`src/rtl/stack_seq_pkg.sv`:
```
package stack_seq_pkg;

    localparam int ADDR_W = 16;
    localparam int BYTE_W = 8;
    localparam int STEP_W = 3;
    localparam int OFF_W  = 3;

    typedef enum logic [2:0] {
        OP_CALL    = 3'd0,
        OP_TCALL   = 3'd1,
        OP_RET     = 3'd2,
        OP_RETI    = 3'd3,
        OP_PUSH_ST = 3'd4,
        OP_PUSH_PR = 3'd5,
        OP_POP_ST  = 3'd6,
        OP_POP_PR  = 3'd7
    } seq_op_e;

    typedef enum logic [1:0] {
        ACC_IDLE  = 2'd0,
        ACC_READ  = 2'd1,
        ACC_WRITE = 2'd2
    } acc_kind_e;

    typedef enum logic [1:0] {
        AB_SP    = 2'd0,
        AB_TBL_L = 2'd1,
        AB_TBL_H = 2'd2
    } addr_base_e;

    typedef enum logic [2:0] {
        WB_RET_HI  = 3'd0,
        WB_RET_LO  = 3'd1,
        WB_ST      = 3'd2,
        WB_PAIR_HI = 3'd3,
        WB_PAIR_LO = 3'd4
    } wbyte_e;

    typedef enum logic [2:0] {
        DST_NONE    = 3'd0,
        DST_PC_LO   = 3'd1,
        DST_PC_HI   = 3'd2,
        DST_PAIR_LO = 3'd3,
        DST_PAIR_HI = 3'd4,
        DST_ST      = 3'd5
    } dest_e;

    typedef struct packed {
        acc_kind_e               kind;
        addr_base_e              base;
        logic signed [OFF_W-1:0] off;
        wbyte_e                  wsel;
        dest_e                   dst;
    } acc_plan_t;

    // Step index on which done is raised (latency minus one).
    function automatic logic [STEP_W-1:0] op_last_step(seq_op_e op);
        case (op)
            OP_CALL:    return 3'd5;
            OP_TCALL:   return 3'd7;
            OP_RET:     return 3'd5;
            OP_RETI:    return 3'd7;
            OP_PUSH_ST: return 3'd1;
            OP_PUSH_PR: return 3'd3;
            OP_POP_ST:  return 3'd3;
            default:    return 3'd5;
        endcase
    endfunction

    // Signed change applied to SP when the operation finishes.
    function automatic logic signed [OFF_W-1:0] sp_adjust(seq_op_e op);
        case (op)
            OP_CALL, OP_TCALL, OP_PUSH_PR: return -3'sd2;
            OP_RET, OP_POP_PR:             return 3'sd2;
            OP_RETI:                       return 3'sd3;
            OP_PUSH_ST:                    return -3'sd1;
            default:                       return 3'sd1;
        endcase
    endfunction

    function automatic acc_plan_t no_acc();
        return '{kind: ACC_IDLE, base: AB_SP, off: 3'sd0, wsel: WB_ST, dst: DST_NONE};
    endfunction

    function automatic acc_plan_t wr_sp(logic signed [OFF_W-1:0] off, wbyte_e sel);
        return '{kind: ACC_WRITE, base: AB_SP, off: off, wsel: sel, dst: DST_NONE};
    endfunction

    function automatic acc_plan_t rd_at(addr_base_e base, logic signed [OFF_W-1:0] off,
                                        dest_e dst);
        return '{kind: ACC_READ, base: base, off: off, wsel: WB_ST, dst: dst};
    endfunction

    // Memory access schedule: one byte per step, steps counted from 1.
    function automatic acc_plan_t step_plan(seq_op_e op, logic [STEP_W-1:0] step);
        acc_plan_t p;
        p = no_acc();
        case (op)
            OP_CALL: begin
                if (step == 3'd1)      p = wr_sp(-3'sd1, WB_RET_HI);
                else if (step == 3'd2) p = wr_sp(-3'sd2, WB_RET_LO);
            end
            OP_TCALL: begin
                if (step == 3'd1)      p = rd_at(AB_TBL_L, 3'sd0, DST_PC_LO);
                else if (step == 3'd2) p = rd_at(AB_TBL_H, 3'sd0, DST_PC_HI);
                else if (step == 3'd3) p = wr_sp(-3'sd1, WB_RET_HI);
                else if (step == 3'd4) p = wr_sp(-3'sd2, WB_RET_LO);
            end
            OP_RET, OP_RETI: begin
                if (step == 3'd1)      p = rd_at(AB_SP, 3'sd1, DST_PC_HI);
                else if (step == 3'd2) p = rd_at(AB_SP, 3'sd0, DST_PC_LO);
                else if (step == 3'd3 && op == OP_RETI)
                                       p = rd_at(AB_SP, 3'sd2, DST_ST);
            end
            OP_PUSH_ST: begin
                if (step == 3'd1)      p = wr_sp(-3'sd1, WB_ST);
            end
            OP_PUSH_PR: begin
                if (step == 3'd1)      p = wr_sp(-3'sd1, WB_PAIR_HI);
                else if (step == 3'd2) p = wr_sp(-3'sd2, WB_PAIR_LO);
            end
            OP_POP_ST: begin
                if (step == 3'd1)      p = rd_at(AB_SP, 3'sd0, DST_ST);
            end
            default: begin
                if (step == 3'd1)      p = rd_at(AB_SP, 3'sd1, DST_PAIR_HI);
                else if (step == 3'd2) p = rd_at(AB_SP, 3'sd0, DST_PAIR_LO);
            end
        endcase
        return p;
    endfunction

endpackage

```
`src/rtl/stack_seq_ctrl.sv`:
```
module stack_seq_ctrl
    import stack_seq_pkg::*;
(
    input  logic              clk,
    input  logic              rst,
    input  logic              start,
    input  seq_op_e           op_in,
    output logic              accept,
    output logic              busy,
    output logic              done,
    output logic [STEP_W-1:0] step,
    output seq_op_e           op_q
);

    logic busy_q;
    logic [STEP_W-1:0] step_q;

    assign accept = start && !busy_q;
    assign busy   = busy_q;
    assign step   = step_q;
    assign done   = busy_q && (step_q == op_last_step(op_q));

    always_ff @(posedge clk) begin
        if (rst) begin
            busy_q <= 1'b0;
            step_q <= '0;
            op_q   <= OP_CALL;
        end else if (accept) begin
            busy_q <= 1'b1;
            step_q <= STEP_W'(1);
            op_q   <= op_in;
        end else if (done) begin
            busy_q <= 1'b0;
            step_q <= '0;
        end else if (busy_q) begin
            step_q <= step_q + STEP_W'(1);
        end
    end

endmodule

```
`src/rtl/stack_seq_agu.sv`:
```
module stack_seq_agu
    import stack_seq_pkg::*;
(
    input  logic                    busy,
    input  acc_kind_e               kind,
    input  addr_base_e              base,
    input  logic signed [OFF_W-1:0] off,
    input  wbyte_e                  wsel,
    input  logic [ADDR_W-1:0]       sp,
    input  logic [BYTE_W-1:0]       idx,
    input  logic [ADDR_W-1:0]       ret_addr,
    input  logic [2*BYTE_W-1:0]     pair,
    input  logic [BYTE_W-1:0]       st,
    output logic [ADDR_W-1:0]       addr,
    output logic [BYTE_W-1:0]       wdata,
    output logic                    we
);

    localparam int PAD_W = ADDR_W - BYTE_W;

    logic [ADDR_W-1:0] off_ext;
    logic [BYTE_W-1:0] idx_next;

    assign off_ext  = {{(ADDR_W-OFF_W){off[OFF_W-1]}}, off};
    assign idx_next = idx + BYTE_W'(1);

    always_comb begin
        case (base)
            AB_TBL_L: addr = {{PAD_W{1'b0}}, idx};
            AB_TBL_H: addr = {{PAD_W{1'b0}}, idx_next};
            default:  addr = sp + off_ext;
        endcase
    end

    always_comb begin
        case (wsel)
            WB_RET_HI:  wdata = ret_addr[ADDR_W-1 -: BYTE_W];
            WB_RET_LO:  wdata = ret_addr[BYTE_W-1:0];
            WB_PAIR_HI: wdata = pair[2*BYTE_W-1 -: BYTE_W];
            WB_PAIR_LO: wdata = pair[BYTE_W-1:0];
            default:    wdata = st;
        endcase
    end

    assign we = busy && (kind == ACC_WRITE);

endmodule

```
`src/rtl/stack_seq_capture.sv`:
```
module stack_seq_capture
    import stack_seq_pkg::*;
(
    input  logic                clk,
    input  logic                rst,
    input  logic                load_target,
    input  logic [ADDR_W-1:0]   target,
    input  logic                rd_issue,
    input  dest_e               rd_dst,
    input  logic [BYTE_W-1:0]   rdata,
    output logic [ADDR_W-1:0]   pc,
    output logic [2*BYTE_W-1:0] pair,
    output logic [BYTE_W-1:0]   st
);

    dest_e dst_q;

    always_ff @(posedge clk) begin
        if (rst) dst_q <= DST_NONE;
        else     dst_q <= rd_issue ? rd_dst : DST_NONE;
    end

    always_ff @(posedge clk) begin
        if (rst) begin
            pc   <= '0;
            pair <= '0;
            st   <= '0;
        end else begin
            if (load_target) pc <= target;
            case (dst_q)
                DST_PC_LO:   pc[BYTE_W-1:0]            <= rdata;
                DST_PC_HI:   pc[ADDR_W-1 -: BYTE_W]    <= rdata;
                DST_PAIR_LO: pair[BYTE_W-1:0]          <= rdata;
                DST_PAIR_HI: pair[2*BYTE_W-1 -: BYTE_W] <= rdata;
                DST_ST:      st                        <= rdata;
                default: ;
            endcase
        end
    end

endmodule

```
`src/rtl/stack_seq_top.sv`:
```
module stack_seq_top
    import stack_seq_pkg::*;
#(
    parameter logic [15:0] SP_INIT = 16'hFE00
)(
    input  logic        clk,
    input  logic        rst,
    input  logic        start_i,
    input  logic [2:0]  op_i,
    input  logic [15:0] target_i,
    input  logic [7:0]  tidx_i,
    input  logic [15:0] ret_addr_i,
    input  logic [15:0] pair_i,
    input  logic [7:0]  st_i,
    output logic [15:0] mem_addr_o,
    output logic [7:0]  mem_wdata_o,
    output logic        mem_we_o,
    input  logic [7:0]  mem_rdata_i,
    output logic [15:0] pc_o,
    output logic [15:0] pair_o,
    output logic [7:0]  st_o,
    output logic [15:0] sp_o,
    output logic        busy_o,
    output logic        done_o
);

    logic              accept;
    logic              busy;
    logic              done;
    logic [STEP_W-1:0] step;
    seq_op_e           op_q;
    seq_op_e           op_in;
    acc_plan_t         plan;

    logic [ADDR_W-1:0]   sp_q;
    logic [ADDR_W-1:0]   ret_q;
    logic [2*BYTE_W-1:0] pair_q;
    logic [BYTE_W-1:0]   st_q;
    logic [BYTE_W-1:0]   idx_q;
    logic signed [OFF_W-1:0] adj;

    assign op_in = seq_op_e'(op_i);

    stack_seq_ctrl u_ctrl (
        .clk    (clk),
        .rst    (rst),
        .start  (start_i),
        .op_in  (op_in),
        .accept (accept),
        .busy   (busy),
        .done   (done),
        .step   (step),
        .op_q   (op_q)
    );

    assign plan = step_plan(op_q, step);
    assign adj  = sp_adjust(op_q);

    always_ff @(posedge clk) begin
        if (rst) begin
            sp_q   <= SP_INIT;
            ret_q  <= '0;
            pair_q <= '0;
            st_q   <= '0;
            idx_q  <= '0;
        end else begin
            if (accept) begin
                ret_q  <= ret_addr_i;
                pair_q <= pair_i;
                st_q   <= st_i;
                idx_q  <= tidx_i;
            end
            if (done) sp_q <= sp_q + {{(ADDR_W-OFF_W){adj[OFF_W-1]}}, adj};
        end
    end

    stack_seq_agu u_agu (
        .busy     (busy),
        .kind     (plan.kind),
        .base     (plan.base),
        .off      (plan.off),
        .wsel     (plan.wsel),
        .sp       (sp_q),
        .idx      (idx_q),
        .ret_addr (ret_q),
        .pair     (pair_q),
        .st       (st_q),
        .addr     (mem_addr_o),
        .wdata    (mem_wdata_o),
        .we       (mem_we_o)
    );

    stack_seq_capture u_cap (
        .clk         (clk),
        .rst         (rst),
        .load_target (accept && (op_in == OP_CALL)),
        .target      (target_i),
        .rd_issue    (busy && (plan.kind == ACC_READ)),
        .rd_dst      (plan.dst),
        .rdata       (mem_rdata_i),
        .pc          (pc_o),
        .pair        (pair_o),
        .st          (st_o)
    );

    assign sp_o   = sp_q;
    assign busy_o = busy;
    assign done_o = done;

endmodule

```
`config.mk`:
```
export PLATFORM = sky130hd
export DESIGN_NAME = stack_seq_top
export DESIGN_NICKNAME = d
export VERILOG_FILES = /design/src/rtl/stack_seq_pkg.sv /design/src/rtl/stack_seq_ctrl.sv /design/src/rtl/stack_seq_agu.sv /design/src/rtl/stack_seq_capture.sv /design/src/rtl/stack_seq_top.sv
export SDC_FILE = /design/constraint.sdc
export NUM_CORES = 1
export LEC_CHECK = 0
export BUFFER_PORTS_ARGS = -buffer_cell sky130_fd_sc_hd__buf_4
export CAP_MARGIN = 0
export CORE_AREA = 2 2 90 136
export CTS_BUF_LIST = sky130_fd_sc_hd__clkbuf_16
export CTS_CLUSTER_SIZE = 30
export DETAILED_ROUTE_END_ITERATION = 8
export DIE_AREA = 0 0 92 138
export GPL_ROUTABILITY_DRIVEN = 0
export GPL_TIMING_DRIVEN = 0
export PLACE_DENSITY = 0.85
export SYNTH_ARGS = -nofsm -noshare
export SYNTH_HDL_FRONTEND = slang
export SYNTH_SLANG_ARGS = --single-unit
export TNS_END_PERCENT = 100
```
`constraint.sdc`:
```
create_clock -name clk -period 6.1 [get_ports clk]
set_clock_uncertainty 0.2 [all_clocks]
set_input_delay 0.61 -clock clk [delete_from_list [all_inputs] [get_ports clk]]
set_output_delay 0.61 -clock clk [all_outputs]
set_load 0.01 [all_outputs]
```
; Word level (Yosys, flattened, before mapping)
; Cells that the tools add are included.
[word_totals]
in_bits = 78
output_inout_bits = 83
regBits = 114
[op_classes]
eq_ne = 24
n_reduce_logical = 21
bitwise_logic = 1
addsub = 4
muxes = 28
[op_table]
columns = op, count
row1 = 13-bit 2-to-1 mux, 9
row2 = 13-bit case mux with 6 select lines, 1
row3 = 12-bit 2-to-1 mux, 6
row4 = 16-bit adder, 2
row5 = 16-bit case mux with 2 select lines, 1
row6 = 8-bit case mux with 4 select lines, 1
row7 = "3-bit equality test, second input constant", 8
row8 = "3-bit by 2-bit equality test with 1-bit output, second input constant", 7
row9 = 16-bit 2-to-1 mux, 1
row10 = 8-bit 2-to-1 mux, 2
row11 = "3-bit by 1-bit equality test with 1-bit output, second input constant", 4
row12 = 3-bit case mux with 4 select lines, 1
row13 = 2-bit OR reduction, 5
row14 = 3-bit zero test, 3
row15 = 3-bit case mux with 3 select lines, 1
row16 = "8-bit by 1-bit adder with 8-bit output, second input constant", 1
row17 = 1-bit logical AND, 6
row18 = 2-bit nonzero test, 3
row19 = 3-bit OR reduction, 2
row20 = 1-bit 2-to-1 mux, 5
row21 = "2-bit by 1-bit equality test with 1-bit output, second input constant", 2
row22 = "2-bit equality test, second input constant", 2
row23 = "3-bit by 1-bit adder with 3-bit output, second input constant", 1
row24 = 3-bit equality test, 1
row25 = 3 further kinds, 3

; Longest topological paths before layout
; Gate-level depths: netlist (run 1).
[depth]
word_depth = 10
mapped_depth = 15
ltp_nobuf = 14

; By module
; From an unflattened synthesis (run 1), not the netlist that was laid out.
[unflattened]
cells_unflattened = 802
area_unflattened_um2 = 6935.4
[modules_own_cells]
columns = mod, cells_each, area_per_inst_um2, seq_area_each_um2, n_inst
row1 = stack_seq_top, 360, 3150.5, 1281.2, 1
row2 = stack_seq_capture, 174, 1881.8, 860.8, 1
row3 = stack_seq_agu, 233, 1566.5, 0.0, 1
row4 = stack_seq_ctrl, 35, 336.6, 140.1, 1

; Worst setup path after synthesis (run 1)
; No wires, ideal clock.
[synth_path]
kind = register -> output
start = reg u_ctrl.step_q[0] (netlist: u_ctrl.step[0])
end = out mem_addr_o[10]
arrival_ns = 3.673
slack_ns = 1.617
stages_incl_launch_ff = 14
cell_sequence = dfxtp_1 > inv_1 > ha_1 > nor4b_2 > nor4_1 > a211oi_2 > a41oi_1 > fa_1 > nand2b_1 > a21oi_1 > o21ai_1 > a21oi_1 > a311oi_1 > a2111oi_0
[synth_via]
elab_chain_cells = 8
elab_cells_between_ends = 23
classes_between = add/sub (1) / eq/ne (6) / mux (15) / reduce/logical (1)
[synth_lines]
columns = element, line_no
row1 = from (decl), stack_seq_ctrl.sv:16  ; logic [STEP_W-1:0] step_q;
row2 = from (signal assigned), stack_seq_ctrl.sv:36  ; step_q <= step_q + STEP_W'(1);
row3 = 3-bit equality test or 3-bit by 2-bit equality test with 1-bit output (tied branches), "stack_seq_pkg.sv:107, stack_seq_pkg.sv:106, stack_seq_pkg.sv:112"
row4 = 13-bit 2-to-1 mux or 1-bit logical AND (tied branches), "stack_seq_pkg.sv:107, stack_seq_pkg.sv:112"
row5 = 13-bit 2-to-1 mux or 12-bit 2-to-1 mux (tied branches), "stack_seq_pkg.sv:106, stack_seq_pkg.sv:112"
row6 = 13-bit 2-to-1 mux or 12-bit 2-to-1 mux (tied branches), "stack_seq_pkg.sv:105, stack_seq_pkg.sv:111"
row7 = 13-bit 2-to-1 mux or 12-bit 2-to-1 mux (tied branches), "stack_seq_pkg.sv:104, stack_seq_pkg.sv:110"
row8 = 13-bit case mux with 6 select lines (*), stack_seq_pkg.sv:98  ; case (op)
row9 = 16-bit adder, stack_seq_agu.sv:31  ; default: addr = sp + off_ext;
row10 = 16-bit case mux with 2 select lines (*), stack_seq_agu.sv:28  ; case (base)
row11 = to (decl), stack_seq_top.sv:15  ; output logic [15:0] mem_addr_o,
; Every way passes the cells marked *; elsewhere a longest branch is shown, timed or not.

; Worst setup path after layout (run 1)
[layout_path]
start = reg u_ctrl.step_q[1] (netlist: u_ctrl.step[1])
end = out mem_addr_o[14]
; The elaborated chain is that of the path after synthesis.

==> metrics, run 1 <==
status=finished clean; Crit. End Element=output port; Mapped Area=6680 um2; distinct cell type count after synthesis=70; R2R depth=11; GRT Overall Usage=0.306; critical path's slowest cell=a211oi_2; cell mode on critical path=o21ai_1; area grow syn2layout=29.9%; vias per cell=5.79; maxcap violations=0; num rows=49; Initial Util=0.574; largest net degree at the start of global routing=17; Endpoint, Worst Hold=pair_q[4]; syn avg cell area=8.06 um2; FFs w/ async S/R, synth=0; Syn Nets=947; Reg-to-Reg Start=u_ctrl.op_q[0]; Post-synth EDFFs=0; CTS Buf Count=17; Clock Path Buffers=2; reg2reg setup slack=2650 ps; PortBufs=160; Die X=92 um; H-tree Lvls=4; clock sinks=114; Pre-Repair DR Iteration Count=5; pwr/cell area=262 nW/um2; ANT nets after route=0; Root Driver=clkbuf_16; setup_tns=0 ps; total congestion overflow=0; actual slew at the worst max-slew pin=1210 ps; nets=1,126; via count=6,800; Setup Buffers After CTS=0; Post-Syn Instances=829; io pins=161; first-pass GRT wire length=31,500 um; commonest cells after routing, fill and taps aside=164 x buf_4, 135 x nand2_1, 114 x dfxtp_1; die span in y=138 um; RSZ-0062 raised after global routing=false; Fin. Hold Viols=0; DP HPWL=14,400 um; Hold Crit Class=primary input to register; Lkg Pwr=0.00394 uW; worst vdd ir=0.248 mV; register area share after synthesis=0.342; Core Box Area=11,600 um2; number of antenna diodes=0; Final setup viols=0; hold depth=3; WS Path Type=register to output port; Worst Setup Start Kind=register; WL final=19,400 um; min cycle time layout=5640 ps; ys flop type=dfxtp_1; Crit path largest cell delay=1010 ps; CTS resizes=0; Clk pin slew, worst setup/hold paths=60 ps; RR Endpoint=sp_o[10]; Yosys reg bits=114; Die ar.=12,700 um2; WL/cell=16.6 um; worst-skew pair later-pin latency=420 ps; CP Cell Sequence=ha_1 -> nor2b_1 -> o21ai_1 -> a211oi_2 -> a41oi_1 -> fa_1 -> nand2b_1 -> a21oi_1 -> o21ai_1 -> a211oi_1 -> a221oi_1 -> mux2i_1 -> buf_4; CP Data Arrival Time=4830 ps; Max Clock Freq=177 MHz; fin. max-slew vios=0; fin area=8680 um2; Fillers=926; Hold Startpoint=pair_i[4]; YS warnings=0; layout cell share with drive strength beyond 1=0.212; Slew HR=0.190; CTS tree=built; commonest non-fill, non-tap cell in the layout=buf_4; initial antenna violation count=0; Post-DP Area=8070 um2; crit share post-route=0.924; crit path max fanout=16; residual DRC count=0; DRT iter0 DRCs=367; WP data required=5290 ps; hold buffer count at cts=0; vias in the first global route=6,684
[how the worst max path moves through the flow]
stage                         from             end  cells after the start
global placement    u_ctrl.step[1]  mem_addr_o[14]                     13
detailed placement  u_ctrl.step[1]  mem_addr_o[14]                     14
CTS                 u_ctrl.step[1]  mem_addr_o[14]                     13
global route        u_ctrl.step[1]  mem_addr_o[12]                     13
floorplan           u_ctrl.step[0]  mem_addr_o[10]                     13
finish              u_ctrl.step[1]  mem_addr_o[14]                     13
[cells in the mapped netlist (all sizes together) (5+ instances only)]
| library cell | instances | area, um2 |
|---|---|---|
| and2 | 6 | 37.5 |
| a211oi | 26 | 200 |
| nor2 | 79 | 297 |
| clkbuf | 34 | 128 |
| nor4 | 5 | 46.3 |
| nor3 | 14 | 75.1 |
| a221o | 8 | 80.1 |
| mux2i | 50 | 500 |
| a21o | 16 | 120 |
| nand2 | 135 | 507 |
| ha | 38 | 475 |
| dfxtp | 114 | 2280 |
| xor2 | 8 | 70.1 |
| a21oi | 90 | 450 |
| o21a | 5 | 38.8 |
| and3 | 9 | 61.3 |
| a22o | 9 | 78.8 |
| o211ai | 6 | 45.0 |
| nand3 | 11 | 55.1 |
| o21ai | 33 | 169 |
| nor2b | 12 | 75.1 |
| inv | 20 | 75.1 |
| nand3b | 6 | 45.0 |
| xnor2 | 17 | 149 |
| buf | 15 | 88.8 |
| nand2b | 9 | 56.3 |
[kinds of logic after synthesis]
kind of cell,after synthesis,share of synthesized area
fa+ha+maj,40,0.0772
flops,114,0.342
compound gates,223,0.216
xor+xnor,25,0.0328
buf+inv,69,0.0436
simple gates,308,0.214
mux,50,0.0749
[critical path, delay by kind of cell, from the launching register on]
| kind | cells | cell delay, ps |
|---|---|---|
| AOI/OAI and AO/OA | 7 | 2260 |
| adders and majority gates | 2 | 880 |
| buffers and inverters | 1 | 140 |
| DFF | 1 | 520 |
| muxes | 1 | 190 |
| and+or+nand+nor | 2 | 420 |
[where the power goes]
part,switching (uW),internal (uW),total [uW]
Clock,374,645,1020
Sequential,21.9,772,794
Combinational,248,214,462
[through the flow]
| step | setup slack [ps] | cells | util | total power (uW) | hold WS [ps] |
|---|---|---|---|---|---|
| floorplan | 1620 | 829 | - | 1090 | 236 |
| global placement | 1030 | 1142 | 0.693 | 1260 | 242 |
| detailed placement | 1030 | 1142 | 0.693 | 1260 | 248 |
| CTS | 516 | 1174 | 0.745 | 2280 | 230 |
| global route | 121 | 1174 | 0.745 | 2360 | 242 |
| finish | 462 | 1174 | 0.745 | 2280 | 234 |
[routing by layer]
| layer | vias up | global-route usage | wire (um) |
|---|---|---|---|
| met5 | - | 0 | 0 |
| met4 | 0 | 0.161 | 943 |
| met3 | 84 | 0.0518 | 879 |
| met2 | 264 | 0.568 | 10400 |
| met1 | 3146 | 0.325 | 7210 |
| li1 | 3306 | - | - |
[flip-flops by register name, indices dropped and copies added (netlist names)]
| name | count |
|---|---|
| idx_q | 8 |
| pair_q | 16 |
| ret_q | 16 |
| sp_o | 16 |
| st_q | 8 |
| u_cap.dst_q | 3 |
| u_cap.pair | 16 |
| u_cap.pc | 16 |
| u_cap.st | 8 |
| u_ctrl.busy | 1 |
| u_ctrl.op_q | 3 |
| u_ctrl.step | 3 |
[final cells by class]
cell class / instances / area, um2 / area share
repair buffers: 160 / 1200 / 0.138
plain buffers: 49 / 216 / 0.0249
multi-input cells: 646 / 4110 / 0.473
clock inverters: 15 / 180 / 0.0208
inverters: 20 / 75.1 / 0.00865
flip-flops and latches: 114 / 2280 / 0.263
clock buffers: 17 / 425 / 0.0490
well taps: 153 / 191 / 0.0221
Power figures use the tool's default switching activity.
==> run 2, diff against run 1 <==
Settings changed: RECOVER_POWER from default to 25.
==> run 2 against run 1 <==
  * First-iteration DRC count is 1.6% higher
  * Largest cell class unchanged
  * Highest routed layer unchanged
  * Critical path depth stayed put
  * Sequential power hardly changed
  * Via count is 0.22% higher
  * Utilization is 1.5 points lower
  * Register-to-register slack hardly changed
==> metrics, run 2 (synthesis gave the netlist of run 1 again) <==
CTS resizes=0; crit path max fanout=16; commonest cells after routing, fill and taps aside=135 x nand2_1, 117 x buf_4, 114 x dfxtp_1; Setup Buffers After CTS=0; Crit path largest cell delay=1000 ps; Crit. End Element=output port; DRT iter0 DRCs=373; hold depth=3; RR Endpoint=sp_o[10]; actual slew at the worst max-slew pin=1210 ps; Tot Pwr=2270 uW; WS Path Type=register to output port; setup_tns=0 ps; vias in the first global route=6,684; CP Cell Sequence=ha_1 -> nor2b_1 -> o21ai_1 -> a211oi_2 -> a41oi_1 -> fa_1 -> nand2b_1 -> a21oi_1 -> o21ai_1 -> a211oi_1 -> a221oi_1 -> mux2i_1 -> buf_4; Worst Setup Start Kind=register; clock sinks=114; Reg-to-Reg Start=u_ctrl.op_q[0]; Initial Util=0.574; Pre-Repair DR Iteration Count=7; Slew HR=0.194; WL final=19,500 um; Endpoint, Worst Hold=pair_q[4]; vias per cell=5.80; Lkg Pwr=0.00374 uW; RSZ-0062 raised after global routing=false; area grow syn2layout=27.3%; Hold Crit Class=primary input to register; H-tree Lvls=4; die span in y=138 um; Hold Startpoint=pair_i[4]; residual DRC count=0; Die X=92 um; Max Clock Freq=177 MHz; CP Data Arrival Time=4830 ps; reg2reg setup slack=2650 ps; worst vdd ir=0.247 mV; io pins=161; critical path's slowest cell=a211oi_2; fin area=8500 um2; first-pass GRT wire length=31,500 um; commonest non-fill, non-tap cell in the layout=nand2_1; crit share post-route=0.925; CTS Buf Count=17; pwr/cell area=267 nW/um2; min cycle time layout=5640 ps; largest net degree at the start of global routing=17; status=finished clean; nets=1,126; worst-skew pair later-pin latency=420 ps; fin. max-slew vios=0; Die ar.=12,700 um2; WL/cell=16.6 um; cell mode on critical path=o21ai_1; Root Driver=clkbuf_16; hold_ws=237 ps; Worst Path Buf+Inv=1; R2R depth=11; DP HPWL=14,400 um; CTS tree=built; Fillers=984; cell family with most CP delay=compound AO/OA/AOI/OAI gates; Post-DP Area=8070 um2; total congestion overflow=0; WP data required=5290 ps; num rows=49; hold buffer count at cts=0; number of antenna diodes=0; Setup crit start=u_ctrl.step[1]; Final Util=0.730; ANT nets after route=0; via count=6,815; Fin. Hold Viols=0; Clk pin slew, worst setup/hold paths=50 ps; PortBufs=160; GRT Overall Usage=0.306; initial antenna violation count=0; Clock Path Buffers=2; Final setup viols=0; maxcap violations=0; layout cell share with drive strength beyond 1=0.166; Core Box Area=11,600 um2
## run 2: worst max-delay path by stage
stage                                 to  cells past startpoint  slack (ps)
after global placement    mem_addr_o[14]                     13        1030
after global routing      mem_addr_o[12]                     13         120
after CTS                 mem_addr_o[14]                     13         520
after floorplan           mem_addr_o[10]                     13        1620
after detailed placement  mem_addr_o[14]                     14        1030
final                     mem_addr_o[14]                     13         460
## run 2: per-layer routing
layer,GRT usage,wire (um),share of wire
met1,0.325,7170,0.37
met2,0.568,10400,0.53
met3,0.0518,1010,0.052
met4,0.161,935,0.048
met5,0,0,0
## run 2: worst min-delay path, cell delays in order
cell     delay (ps)
buf_4           110
nand2_1          40
a21oi_1          50
## run 2: power by group
group | switching [uW] | internal, uW | leakage, uW
clock network | 373 | 645 | 0.000288
logic | 248 | 210 | 0.00253
registers | 21.9 | 772 | 0.000928
## run 2: final cells by class
| type | count | area, um2 | share of cell area |
|---|---|---|---|
| plain buffers | 49 | 216 | 0.0255 |
| clock buffers | 17 | 425 | 0.0500 |
| clock inverters | 15 | 180 | 0.0212 |
| inverters | 20 | 75.1 | 0.00883 |
| multi-input cells | 646 | 4110 | 0.483 |
| flip-flops and latches | 114 | 2280 | 0.268 |
| well taps | 153 | 191 | 0.0225 |
| repair buffers | 160 | 1020 | 0.121 |
## run 2: per-stage QoR
step | setup WS [ps] | instances
2_1_floorplan | 1620 | 829
3_3_place_gp | 1030 | 1142
3_5_place_dp | 1030 | 1142
4_1_cts | 516 | 1174
5_1_grt | 121 | 1174
6_report | 457 | 1174
==> run 3, diff against run 2 <==
==> constraint.sdc (replaced) <==
create_clock -name clk -period 6.1 [get_ports clk]
set_clock_uncertainty 0.2 [all_clocks]
set_input_delay 0.305 -clock clk [delete_from_list [all_inputs] [get_ports clk]]
set_output_delay 0.305 -clock clk [all_outputs]
set_load 0.01 [all_outputs]
==> run 3 against run 2 <==
  * Critical path depth unchanged
  * Utilization increased by 5.1 points
  * Largest power group unchanged
  * Hold slack got worse by 200 ps
  * Highest routed layer unchanged
==> metrics, run 3 (synthesis gave the netlist of run 1 again) <==
fin area=9100 um2; Combinational Power Share=0.215; Die ar.=12,700 um2; Root Driver=clkbuf_16; Die X=92 um; Worst Setup Start Kind=register; met2 Use GR=0.634; Slew HR=0.201; Initial Util=0.574; WL/cell=18.0 um; Crit. End Element=output port; pwr/cell area=255 nW/um2; H-tree Lvls=4; clock sinks=114; Final setup viols=0; commonest non-fill, non-tap cell in the layout=nand2_1; GR peak layer=met2; initial antenna violation count=0; layout cell share with drive strength beyond 1=0.154; Clock Path Buffers=2; PortBufs=160; maxcap violations=0; first-pass GRT wire length=35,300 um; GRT Overall Usage=0.348; total congestion overflow=0; CTS Buf Count=17; vias in the first global route=7,235; Post-DP Area=8070 um2; min cycle time layout=5320 ps; RSZ-0062 raised after global routing=false; worst vdd ir=0.254 mV; ANT nets after route=0; Pre-Repair DR Iteration Count=6; crit share post-route=0.873; largest net degree at the start of global routing=17; Sw Share=0.288; nets=1,186; GR Util met3=0.0638; crit path max fanout=16; via count=7,362; CTS tree=built; Fin. Hold Viols=0; Max Clock Freq=188 MHz; CTS resizes=0; worst setup margin=777 ps; vias per cell=5.97; actual slew at the worst max-slew pin=1200 ps; Hold Crit Class=primary input to register; io pins=161; area grow syn2layout=36.2%; residual DRC count=0; die span in y=138 um; WP data required=5590 ps; Core Box Area=11,600 um2; Tot Pwr=2320 uW; commonest cells after routing, fill and taps aside=135 x nand2_1, 116 x buf_4, 114 x dfxtp_1; CP Data Arrival Time=4820 ps; Lkg Pwr=0.00399 uW; Place WS=1340 ps; Final Util=0.781; num rows=49; met1 Use GR=0.364; Clk pin slew, worst setup/hold paths=60 ps; DRT iter0 DRCs=483; DP HPWL=14,400 um; number of antenna diodes=0; WL final=22,200 um; internal cell power=1650 uW; Flop pwr share=0.343; WS Path Type=register to output port; clock network power share=0.442; sw power=668 uW; fin. max-slew vios=0; worst-skew pair later-pin latency=420 ps; status=finished clean; setup_tns=0 ps
-- run 3: cell type report --
cell class                 count  area (um2)
buffer                        49         215
clock buffer                  17         425
clock inverter                15         180
fill                         859        2550
inverter                      20        75.1
multi-input combinational    646        4110
sequential                   114        2280
tap                          153         191
timing repair buffer         220        1620
-- run 3: timing repair --
action                                 4_1_cts  5_1_grt
setup endpoints to repair                    0        0
hold buffers                                60        0
setup buffers                                0        0
endpoints found under the hold margin       72        0
-- run 3: path summary, 6_finish.rpt --
path,startpoint,endpoint,slack (ps),cells after the start
setup / recovery,u_ctrl.step[1],mem_addr_o[14],780,13
hold / removal,target_i[10],u_cap.pc[10],30,3
hold reg to reg,pair_q[8],pair_q[8],260,2
setup reg to reg,u_ctrl.op_q[0],sp_o[10],2630,11
-- run 3: routing by layer --
metal	routed length (um)	part of all wire
met1	7840	0.35
met2	11600	0.52
met3	1290	0.058
met4	1410	0.064
met5	0	0
-- run 3: per-stage QoR --
step           instances  hold slack (ps)
6_report            1234             33.2
5_1_grt             1234             48.8
4_1_cts             1234             30.0
3_5_place_dp        1142              248
3_3_place_gp        1142              242
2_1_floorplan        829              236
-- run 3: power groups by stage --
| stage | logic [uW] | registers, uW | clock network [uW] |
|---|---|---|---|
| floorplan | 283 | 805 | 0 |
| global placement | 448 | 807 | 0 |
| detailed placement | 454 | 808 | 0 |
| CTS | 490 | 793 | 1020 |
| global route | 539 | 797 | 1060 |
| finish | 499 | 795 | 1030 |
-- run 3: worst max-delay path, cell delays in order, from the launching register on --
cell and delay (ps):
dfxtp_1 520, ha_1 380, nor2b_1 260, o21ai_1 110
a211oi_2 1000, a41oi_1 250, fa_1 510, nand2b_1 170
a21oi_1 160, o21ai_1 120, a211oi_1 420, a221oi_1 190
mux2i_1 190, buf_4 140
